`config.mk`:
```
export PLATFORM = sky130hd
export DESIGN_NAME = hostflag_bank
export DESIGN_NICKNAME = d
export VERILOG_FILES = /design/src/rtl/hfb_pkg.sv /design/src/rtl/hfb_decode.sv /design/src/rtl/hfb_flags.sv /design/src/rtl/hfb_irq.sv /design/src/rtl/hostflag_bank.sv
export SDC_FILE = /design/constraint.sdc
export NUM_CORES = 1
export LEC_CHECK = 0
export BUFFER_PORTS_ARGS = -buffer_cell sky130_fd_sc_hd__buf_2
export CAP_MARGIN = 0
export CORE_MARGIN = 3
export CORE_UTILIZATION = 35
export DETAILED_ROUTE_END_ITERATION = 10
export GPL_TIMING_DRIVEN = 0
export PLACE_DENSITY_LB_ADDON = 0.08
export SLEW_MARGIN = 30
export SYNTH_ARGS = -nofsm -noshare
export SYNTH_HDL_FRONTEND = slang
export SYNTH_SLANG_ARGS = --single-unit
```
`constraint.sdc`:
```
create_clock -name clk -period 1.7 [get_ports clk]
set_input_delay 0.17 -clock clk [delete_from_list [all_inputs] [get_ports clk]]
set_output_delay 0.17 -clock clk [all_outputs]
set_load 0.005 [all_outputs]
```
`src/rtl/hfb_pkg.sv`:
```
package hfb_pkg;
   // word address of the directly writable flag word
   localparam int FLAG_OFS  = 0;
   // first set/clear word; the others follow, then the enable control word
   localparam int LANE_BASE = 1;
endpackage

```
`src/rtl/hfb_decode.sv`:
```
module hfb_decode #(
   parameter int DATA_W   = 32,
   parameter int LANE_W   = 8,
   parameter int N_LANES  = 4,
   parameter int ADDR_W   = 3,
   parameter int EN_SET_LSB = 4,
   parameter int EN_CLR_LSB = 12
) (
   input  logic                      wr_en,
   input  logic [ADDR_W-1:0]         wr_addr,
   input  logic [DATA_W-1:0]         wr_data,
   output logic                      dir_we,
   output logic [N_LANES*LANE_W-1:0] set_vec,
   output logic [N_LANES*LANE_W-1:0] clr_vec,
   output logic [N_LANES-1:0]        en_set,
   output logic [N_LANES-1:0]        en_clr
);
   import hfb_pkg::*;
   localparam int LPW      = DATA_W / (2*LANE_W);
   localparam int N_WORDS  = N_LANES / LPW;
   localparam int CTRL_OFS = LANE_BASE + N_WORDS;

   generate
      if (LPW < 1 || (N_LANES % LPW) != 0)
         $error("lane count must fill whole set/clear words");
      if (EN_CLR_LSB + N_LANES > DATA_W || EN_SET_LSB + N_LANES > EN_CLR_LSB)
         $error("enable control fields do not fit the data word");
      if (CTRL_OFS >= (1 << ADDR_W))
         $error("address width too small for the register map");
   endgenerate

   assign dir_we = wr_en && (wr_addr == ADDR_W'(FLAG_OFS));

   logic ctrl_hit;
   assign ctrl_hit = wr_en && (wr_addr == ADDR_W'(CTRL_OFS));
   assign en_set   = ctrl_hit ? wr_data[EN_SET_LSB +: N_LANES] : '0;
   assign en_clr   = ctrl_hit ? wr_data[EN_CLR_LSB +: N_LANES] : '0;

   for (genvar w = 0; w < N_WORDS; w++) begin : g_word
      logic hit;
      assign hit = wr_en && (wr_addr == ADDR_W'(LANE_BASE + w));
      for (genvar s = 0; s < LPW; s++) begin : g_slot
         localparam int LN = w*LPW + s;
         assign clr_vec[LN*LANE_W +: LANE_W] =
            hit ? wr_data[s*2*LANE_W +: LANE_W] : '0;
         assign set_vec[LN*LANE_W +: LANE_W] =
            hit ? wr_data[s*2*LANE_W + LANE_W +: LANE_W] : '0;
      end
   end
endmodule

```
`src/rtl/hfb_flags.sv`:
```
module hfb_flags #(
   parameter int LANE_W  = 8,
   parameter int N_LANES = 4,
   localparam int FW     = LANE_W * N_LANES
) (
   input  logic          clk,
   input  logic          rst_n,
   input  logic          dir_we,
   input  logic [FW-1:0] dir_data,
   input  logic [FW-1:0] set_vec,
   input  logic [FW-1:0] clr_vec,
   input  logic          eng_set,
   input  logic [FW-1:0] eng_mask,
   output logic [FW-1:0] flags
);
   logic [FW-1:0] all_set;
   assign all_set = set_vec | (eng_set ? eng_mask : '0);

   for (genvar n = 0; n < N_LANES; n++) begin : g_lane
      logic [LANE_W-1:0] q, base, nxt;
      assign base = dir_we ? dir_data[n*LANE_W +: LANE_W] : q;
      assign nxt  = (base & ~clr_vec[n*LANE_W +: LANE_W])
                  | all_set[n*LANE_W +: LANE_W];
      always_ff @(posedge clk or negedge rst_n) begin
         if (!rst_n) q <= '0;
         else        q <= nxt;
      end
      assign flags[n*LANE_W +: LANE_W] = q;
   end

   // any requested set bit is present after the edge
   p_set_lands_r4: assert property (@(posedge clk) disable iff (!rst_n)
      (|all_set) |=> ((flags & $past(all_set)) == $past(all_set)));
   // a clear without a competing set leaves the bit low
   p_clear_lands_r3: assert property (@(posedge clk) disable iff (!rst_n)
      (|clr_vec) |=> ((flags & $past(clr_vec & ~all_set)) == '0));
   // nothing touching the flags keeps them stable
   p_hold_r6: assert property (@(posedge clk) disable iff (!rst_n)
      (!dir_we && !(|all_set) && !(|clr_vec)) |=> $stable(flags));
   // direct write content survives where no clear applies
   p_direct_r9: assert property (@(posedge clk) disable iff (!rst_n)
      (dir_we && !(|clr_vec)) |=> ((flags & $past(dir_data)) == $past(dir_data)));
endmodule

```
`src/rtl/hfb_irq.sv`:
```
module hfb_irq #(
   parameter int LANE_W  = 8,
   parameter int N_LANES = 4,
   parameter bit IRQ_REG = 1'b0,
   localparam int FW     = LANE_W * N_LANES
) (
   input  logic               clk,
   input  logic               rst_n,
   input  logic [N_LANES-1:0] en_set,
   input  logic [N_LANES-1:0] en_clr,
   input  logic [FW-1:0]      flags,
   output logic [N_LANES-1:0] enables,
   output logic               irq
);
   logic [N_LANES-1:0] en_q, lane_hot;

   always_ff @(posedge clk or negedge rst_n) begin
      if (!rst_n) en_q <= '0;
      else        en_q <= (en_q & ~en_clr) | en_set;
   end
   assign enables = en_q;

   for (genvar n = 0; n < N_LANES; n++) begin : g_hot
      assign lane_hot[n] = en_q[n] & (|flags[n*LANE_W +: LANE_W]);
   end

   generate
      if (IRQ_REG) begin : g_reg
         logic irq_q;
         always_ff @(posedge clk or negedge rst_n) begin
            if (!rst_n) irq_q <= 1'b0;
            else        irq_q <= |lane_hot;
         end
         assign irq = irq_q;
      end else begin : g_comb
         assign irq = |lane_hot;
      end
   endgenerate

   // a requested enable set is present after the edge
   p_en_set_r5: assert property (@(posedge clk) disable iff (!rst_n)
      (|en_set) |=> ((en_q & $past(en_set)) == $past(en_set)));
   // a clear without a set drops the enable
   p_en_clr_r5: assert property (@(posedge clk) disable iff (!rst_n)
      (|en_clr) |=> ((en_q & $past(en_clr & ~en_set)) == '0));
endmodule

```
`src/rtl/hostflag_bank.sv`:
```
module hostflag_bank #(
   parameter int LANE_W     = 8,
   parameter int N_LANES    = 4,
   parameter int DATA_W     = 32,
   parameter int ADDR_W     = 3,
   parameter int EN_SET_LSB = 4,
   parameter int EN_CLR_LSB = 12,
   parameter bit IRQ_REG    = 1'b0
) (
   input  logic              clk,
   input  logic              rst_n,
   input  logic              wr_en,
   input  logic [ADDR_W-1:0] wr_addr,
   input  logic [DATA_W-1:0] wr_data,
   input  logic [ADDR_W-1:0] rd_addr,
   output logic [DATA_W-1:0] rd_data,
   input  logic              eng_set,
   input  logic [DATA_W-1:0] eng_mask,
   output logic              irq
);
   import hfb_pkg::*;
   localparam int FW = LANE_W * N_LANES;

   generate
      if (FW != DATA_W) $error("flag word must match the data width");
   endgenerate

   logic               dir_we;
   logic [FW-1:0]      set_vec, clr_vec, flags;
   logic [N_LANES-1:0] en_set, en_clr, enables;

   hfb_decode #(.DATA_W(DATA_W), .LANE_W(LANE_W), .N_LANES(N_LANES),
                .ADDR_W(ADDR_W), .EN_SET_LSB(EN_SET_LSB),
                .EN_CLR_LSB(EN_CLR_LSB)) u_dec (
      .wr_en(wr_en), .wr_addr(wr_addr), .wr_data(wr_data),
      .dir_we(dir_we), .set_vec(set_vec), .clr_vec(clr_vec),
      .en_set(en_set), .en_clr(en_clr));

   hfb_flags #(.LANE_W(LANE_W), .N_LANES(N_LANES)) u_flags (
      .clk(clk), .rst_n(rst_n), .dir_we(dir_we), .dir_data(wr_data),
      .set_vec(set_vec), .clr_vec(clr_vec), .eng_set(eng_set),
      .eng_mask(eng_mask), .flags(flags));

   hfb_irq #(.LANE_W(LANE_W), .N_LANES(N_LANES), .IRQ_REG(IRQ_REG)) u_irq (
      .clk(clk), .rst_n(rst_n), .en_set(en_set), .en_clr(en_clr),
      .flags(flags), .enables(enables), .irq(irq));

   assign rd_data = (rd_addr == ADDR_W'(FLAG_OFS)) ? flags : '0;

   // an interrupt needs a nonzero flag in an enabled lane
   p_irq_needs_flag_r7: assert property (@(posedge clk) disable iff (!rst_n)
      irq |-> ((flags != '0) && (enables != '0)));
   // state right after reset release is clear
   p_reset_clear_r1: assert property (@(posedge clk)
      $rose(rst_n) |-> (flags == '0 && enables == '0));
endmodule

```
==> results list, run 1 <==
* Worst R2R End: u_flags.g_lane[0].q[5]$_DFF_PN0_
- Headroom to the max-slew limit came out at 43.1%.
- The core region is 6100 sq um.
* Post-route minimum period: 1.84 ns
* Sum of net half-perimeters after detailed placement: 6240 um
- Initial DRC count: 107
- Setup total negative slack on the finished layout was measured at -0.139 ns.
- Measured on the finished design, the core utilization comes to 50.1%.
- Measured along the x axis, the die boundary spans 86.4 um.
- The number of antenna diodes in the final layout is 0.
* Final critical-path share of the clock period: 108%
* Remaining antenna violation count: 0
- In the final routed layout, each cell accounts on average for 18.0 um.
- Kind of end point of the critical path: primary output
- Flop and latch count out of synthesis: 36
* Hold crit path type: input pin to asynchronous set/reset pin
* Total number of H-tree levels: 2
- Hold violation total from the final report: 33
- Final layout net count: 449
- Cell count after synthesis: 257
* IR Drop Worst-Case VDD: 0.000305 V
- Dividing the detail-routed via count by the number of cells gives 5.41.
* Number of ports placed on the die boundary: 107
- Depth of the worst register-to-register path: 3
* Ratio of total power to cell area: 718 nW/um^2
- Result of the run: finished, violations left
- Die extent in y: 86.4 um
- Of all nets on the critical path, the largest fanout is 3.
* Total power of the final layout: 2.19 mW
* Hold-fix buffers at CTS: 0
- The synthesized design spends more area on one cell type than any other, namely dfrtp_1.
- Global routing used 22.6% of the available tracks.
* Layout Cell Area excl Fill: 3050 sq um
* Worst path arrival time: 1.67 ns
- Violations in the final reports: negative hold slack, negative setup slack
- Top-area cell type share of the netlist area: 39.8%
- First-pass GRT wire length: 12900 um
- Maximum frequency from static timing analysis: 544 MHz
- The final layout contains routed wiring with a total length of 8110 um.
- Number of cells after detailed placement: 438
- The number of nets in the synthesized netlist is 331.
* TritonCTS clock tree: done
* Clock sinks: 36
- Distinct cell type count after synthesis: 29
* Pin slew with the least headroom to its limit: 0.854 ns
- Cell area after placement: 2890 sq um
* Register-to-register path setup slack: 0.73 ns
- Detailed-route via count: 2438
- After clock tree synthesis, the clock-pin slew on the worst setup and hold paths is 0.08 ns.
- For the worst-skew pair, the clock arrives at the later sink with an insertion delay of 0.29 ns.
* Routability congestion estimate: 0.865
- The tightest hold path in the finished design has a slack of -0.0169 ns.
- The initialized floorplan defines 28 standard-cell rows.
* CTS root buffer: clkbuf_8
* Kind of critical path: flop to primary output
* Buffer levels on the longest clock path: 2
- Worst reg2reg path startpoint: u_flags.g_lane[0].q[5]$_DFF_PN0_
- Across the run, the number of max-cap violations was 0.
- Register area: 901 sq um
- Setup violations remaining at the end of the flow were counted as 1.
- For this run, the number of standard cells in the final layout without fillers is 451.
- Final global-route overflow total: 0
- The initial utilization of the core area, before any placement, comes to 37.2%.
* Post-Synthesis Mean Instance Area: 8.81 sq um
- Number of buffers created by CTS: 5
- Antenna violations before repair: 0
- Static leakage: 1.40 nW
- The die covers 7470 sq um.
* Proportion of layout cells with a drive suffix above 1: 35.4%
* # DRC: 0
- Number of fill cells in the layout: 648
* Number of global-route vias before repair: 2446
- Entering global routing, the biggest net connects 37 pins.
- After synthesis, flip-flops and latches occupy 39.8% of the total area.
* Synth warn: 0
* Area of the mapped netlist: 2260 sq um
- Buffers added on ports: 106
* Top post-synthesis cells by area: dfrtp_1, and2_1, a22oi_1
- Once routing completed, OpenROAD measured the worst setup slack at -0.139 ns.
- Final number of max-transition violations: 0
- In the final layout, the multi-input gates occupy 1290 sq um.
- CP Launch Type: flop
- The first detailed-routing pass ran for 4 iterations.
- On the final layout, the worst clock skew is 0 ns.
* Required arrival time at the worst endpoint: 1.53 ns
* Post-synthesis to final-layout area growth: 34.8%
- Setup repair after global routing could not meet its margin everywhere.
[metal layers]
metal	part of all wire, %	vias to the layer above	wire length [um]	global-route usage (%)
met2	49	91	3950	36.2
met3	6.5	11	526	3.80
met4	1.3	0	109	5.81
met5	0	-	0	0
li1	-	1170	-	-
met1	43	1166	3520	31.7
[layout by cell type, fill, tap and decap left out, drive strengths merged, types with 4 or more instances in the layout]
cell    netlist  routed
buf           6     117
a22oi        25      25
o211ai        7       7
nand2        27      27
inv           7       7
dfrtp        36      36
clkbuf       11      19
o21ai        36      36
a22o          4       4
nor2b        16      16
or4           8       8
a32oi         7       7
and2         40      40
nand3         8       8
mux2i         8       8
[cells by family after synthesis]
family | share of synthesized area [%]
AOI/OAI and AO/OA | 23.2
buffers and inverters | 4.81
DFF | 39.8
muxes | 3.54
and+or+nand+nor | 28.7
[worst max-delay path by stage]
stage,depth (start not counted),end,slack [ns],start
after floorplan,5,u_flags.g_lane[0].q[0]$_DFF_PN0_,0.31,wr_addr[1]
after global placement,6,u_flags.g_lane[0].q[7]$_DFF_PN0_,-0.1,wr_addr[1]
after detailed placement,6,u_flags.g_lane[0].q[6]$_DFF_PN0_,-0.13,wr_addr[1]
after CTS,4,irq,-0.12,u_flags.g_lane[0].q[5]$_DFF_PN0_
after global routing,4,irq,-0.17,u_flags.g_lane[0].q[1]$_DFF_PN0_
final,4,irq,-0.14,u_flags.g_lane[2].q[2]$_DFF_PN0_
[state kept, by name (all words and copies together) (netlist names)]
signal	flops
u_flags.g_lane.q	32
u_irq.enables	4
[synthesized netlist by cell type, drive strengths merged]
cell type / instances
a22oi: 25
nand4: 1
nand3: 8
nor3b: 1
a32oi: 7
or3b: 1
o211ai: 7
o21ai: 36
or4b: 1
or4: 8
nor2: 1
a22o: 4
and4b: 1
clkbuf: 11
inv: 7
and2: 40
buf: 6
dfrtp: 36
o2bb2ai: 1
nor4bb: 1
nand2: 27
mux2i: 8
nor3: 1
nor4b: 1
nor2b: 16
and4bb: 1
[report_power, final]
part | switching [mW] | internal [mW]
Combinational | 0.251 | 0.248
Clock | 0.317 | 0.331
Sequential | 0.0817 | 0.962
[cell type report]
type	count	area share, %
inverters	7	0.861
plain buffers	17	2.70
well taps	75	3.07
multi-input cells	197	42.3
flip-flops and latches	36	29.5
clock buffers	8	2.95
repair buffers	111	18.6
[through the flow]
stage                     setup slack (ns)  hold slack (ns)
final                               -0.139          -0.0169
after global routing                -0.172           0.0363
after CTS                           -0.117          0.00582
after detailed placement            -0.133            0.323
after global placement             -0.0983            0.321
after floorplan                      0.313           -0.126
[repair_timing]
item | 4_1_cts | 5_1_grt
gates resized for setup | 12 | 0
buffers inserted | 4 | 1
endpoints found under the setup margin | 11 | 1
pin swaps | 7 | 0
[critical path, stage by stage, from the launching register on]
cell	delay (ns)
dfrtp_1	0.39
or4_1	0.57
o21ai_1	0.15
nand4_1	0.12
buf_2	0.15
Power figures use the tool's default switching activity.
==> run 2, diff against run 1 <==
CTS_CLUSTER_SIZE = 14   (was default)
RECOVER_POWER = 25   (was default)
==> results list, run 2 (same netlist as run 1, synthesis figures left out) <==
- Result of the run: finished, violations left (unchanged).
* Violations in the final reports: negative setup slack (was negative hold slack, negative setup slack)
- The worst hold slack after final layout is 0.0164 ns (was -0.0169 ns).
- Clock Skews: 0 ns (unchanged)
* Final wirelength: 8110 um (unchanged)
- Most common cell after layout, fill and taps aside: buf_2 (unchanged)
- First-pass GRT wire length: 12900 um (unchanged)
- The standard cell with the maximum stage delay on the critical path is or4_1 (unchanged).
- The cell class contributing the biggest share of worst-path delay is simple AND/OR/NAND/NOR gates (unchanged).
- The buffering stage count on the worst path with inverters included is 1 (unchanged).
- CTS root buffer: clkbuf_8 (unchanged)
- Setup repair after global routing missed its margin: true (unchanged).
- Initial DRC count: 107 (unchanged)
- Antenna violations before repair: 0 (unchanged)
- Place WS: -0.133 ns (unchanged)
- The measured slew at the worst slew-check pin came to 0.955 ns (was 0.854 ns).
- TritonCTS clock tree: done (unchanged)
- Slew Limit Headroom: 36.3% (was 43.1%)
* Number of antenna cells inserted: 0 (unchanged)
* Ratio of total power to cell area: 718 nW/um^2 (about the same)
- Kind of critical path: flop to primary output (unchanged)
* Latest clock arrival within the worst-skew pair: 0.29 ns (about the same)
- Final critical-path share of the clock period: 108% (unchanged)
* Detailed-route via count: 2438 (unchanged)
- Global-route total usage across every layer: 22.6% (unchanged)
* Sum of net half-perimeters after detailed placement: 6240 um (unchanged)
* Clock sinks: 36 (unchanged)
- Required arrival time at the worst endpoint: 1.53 ns (about the same)
- Critical path, cell by cell: or4_1, o21ai_1, nand4_1, buf_2 (unchanged).
- The largest register by flop count is u_flags.g_lane.q (unchanged).
- The max-slew violation total from the final report was 0 (unchanged).
- The pin count of the biggest net entering global routing came to 37 (unchanged).
* Number of ports placed on the die boundary: 107 (unchanged)
* # DRC: 0 (unchanged)
- The initial core utilization was 37.2% (unchanged).
- Detailed Routing Iterations Pass 1: 4 (unchanged)
- The die footprint was 7470 sq um (unchanged).
- Buffers added on ports: 106 (unchanged)
* Number of buffers created by CTS: 5 (unchanged)
* Crit path depth: 4 (unchanged)
* Hold crit path type: input pin to asynchronous set/reset pin (unchanged)
- Final layout net count: 449 (unchanged)
- Kind of end point of the critical path: primary output (unchanged)
- The number of vias per cell is 5.41 (unchanged).
- CP Launch Type: flop (unchanged)
- Depth of the worst register-to-register path: 3 (unchanged)
- Post-route minimum period: 1.84 ns (unchanged)
- Commonest cells after routing, fill and taps aside: buf_2, dfrtp_1, and2_1 (unchanged).
- Maximum frequency from static timing analysis: 544 MHz (unchanged)
- The total power is 2.19 mW (about the same).
* Buffer levels on the longest clock path: 2 (unchanged)
- Average detailed-routed wire length per instance: 18.0 um (unchanged)
* Post-synthesis to final-layout area growth: 34.8% (unchanged)
* Static leakage: 1.40 nW (about the same)
- The core footprint is 6100 sq um (unchanged).
- The total negative slack is -0.139 ns (unchanged).
- The number of nets with antenna violations after detailed routing was 0 (unchanged).
* Hold violation total from the final report: 0 (was 33)
- The clock-pin slew reported for the worst setup and hold paths after clock tree synthesis came to 0.08 ns (about the same).
- Number of global-route vias before repair: 2446 (unchanged)
- Maxcap violations: 0 (unchanged)
* Die extent in y: 86.4 um (unchanged)
- Peak per-stage delay on the critical path: 0.57 ns (about the same)
* Slack of the critical path: -0.139 ns (unchanged)
* Routability congestion estimate: 0.865 (unchanged)
* IR Drop Worst-Case VDD: 0.000305 V (about the same)
- Largest fanout on the critical path: 3 (unchanged)
- The share of post-route cells with drive strength above 1 came to 35.4% (unchanged).
- The arrival time of the worst setup path came to 1.67 ns (about the same).
* Hold-fix buffers at CTS: 0 (unchanged)
* Final global-route overflow total: 0 (unchanged)
* Rows: 28 (unchanged)
- Die span in x: 86.4 um (unchanged)
- Final setup violation count: 1 (unchanged)
- Max reg flops: 32 (unchanged)
* Total number of H-tree levels: 2 (unchanged)
==> run 2: changes by cell type in the layout (fill, tap and decap cells not counted) <==
cell | before | now
buf_2 | 109 | 108
clkbuf_2 | 0 | 1
==> run 2: power breakdown <==
group	internal (mW)	leakage [nW]	total [mW]	switching, mW
clock	0.331	0.0455	0.648	0.317
combinational	0.248	0.988	0.499	0.251
sequential	0.962	0.369	1.04	0.0817
total	1.54	1.40	2.19	0.650
==> run 2: per-stage QoR <==
stage	utilization, %	cells	instance area (sq um)
2_1_floorplan	-	257	2260
3_3_place_gp	47.4	438	2890
3_5_place_dp	47.5	438	2890
4_1_cts	50.0	450	3050
5_1_grt	50.1	451	3050
6_report	50.1	451	3050
==> run 2: layout make-up <==
cell class | instances | area [sq um]
clock buffers | 8 | 90.1
fillers | 648 | 3040
flip-flops and latches | 36 | 901
multi-input cells | 197 | 1290
plain buffers | 17 | 82.6
well taps | 75 | 93.8
inverters | 7 | 26.3
repair buffers | 111 | 568
==> run 2: worst paths after layout <==
kind	end	startpoint	slack [ns]
worst max-delay path	irq	u_flags.g_lane[2].q[2]$_DFF_PN0_	-0.14
worst min-delay path	u_flags.g_lane[0].q[5]$_DFF_PN0_	rst_n	0.02
worst max register to register	u_flags.g_lane[0].q[5]$_DFF_PN0_	u_flags.g_lane[0].q[5]$_DFF_PN0_	0.73
worst min register to register	u_irq.enables[1]$_DFF_PN0_	u_irq.enables[1]$_DFF_PN0_	0.51
max in group asynchronous	u_irq.enables[0]$_DFF_PN0_	rst_n	1.09
min in group clk	u_flags.g_lane[0].q[2]$_DFF_PN0_	eng_mask[2]	0.11
==> run 2: metal layers <==
metal  track usage, %  part of all wire (%)  wire [um]  up-vias
li1                 -                     -          -     1170
met1             31.7                    43       3520     1166
met2             36.2                    49       3950       91
met3             3.80                   6.5        526       11
met4             5.81                   1.3        109        0
met5                0                     0          0        -
==> run 2: repair_timing <==
item                                    in CTS  in global routing
endpoints found under the setup margin      11                  1
hold endpoints to repair                     0                  0
gates resized for setup                     12                  0
buffers inserted                             4                  1
pin swaps                                    7                  0
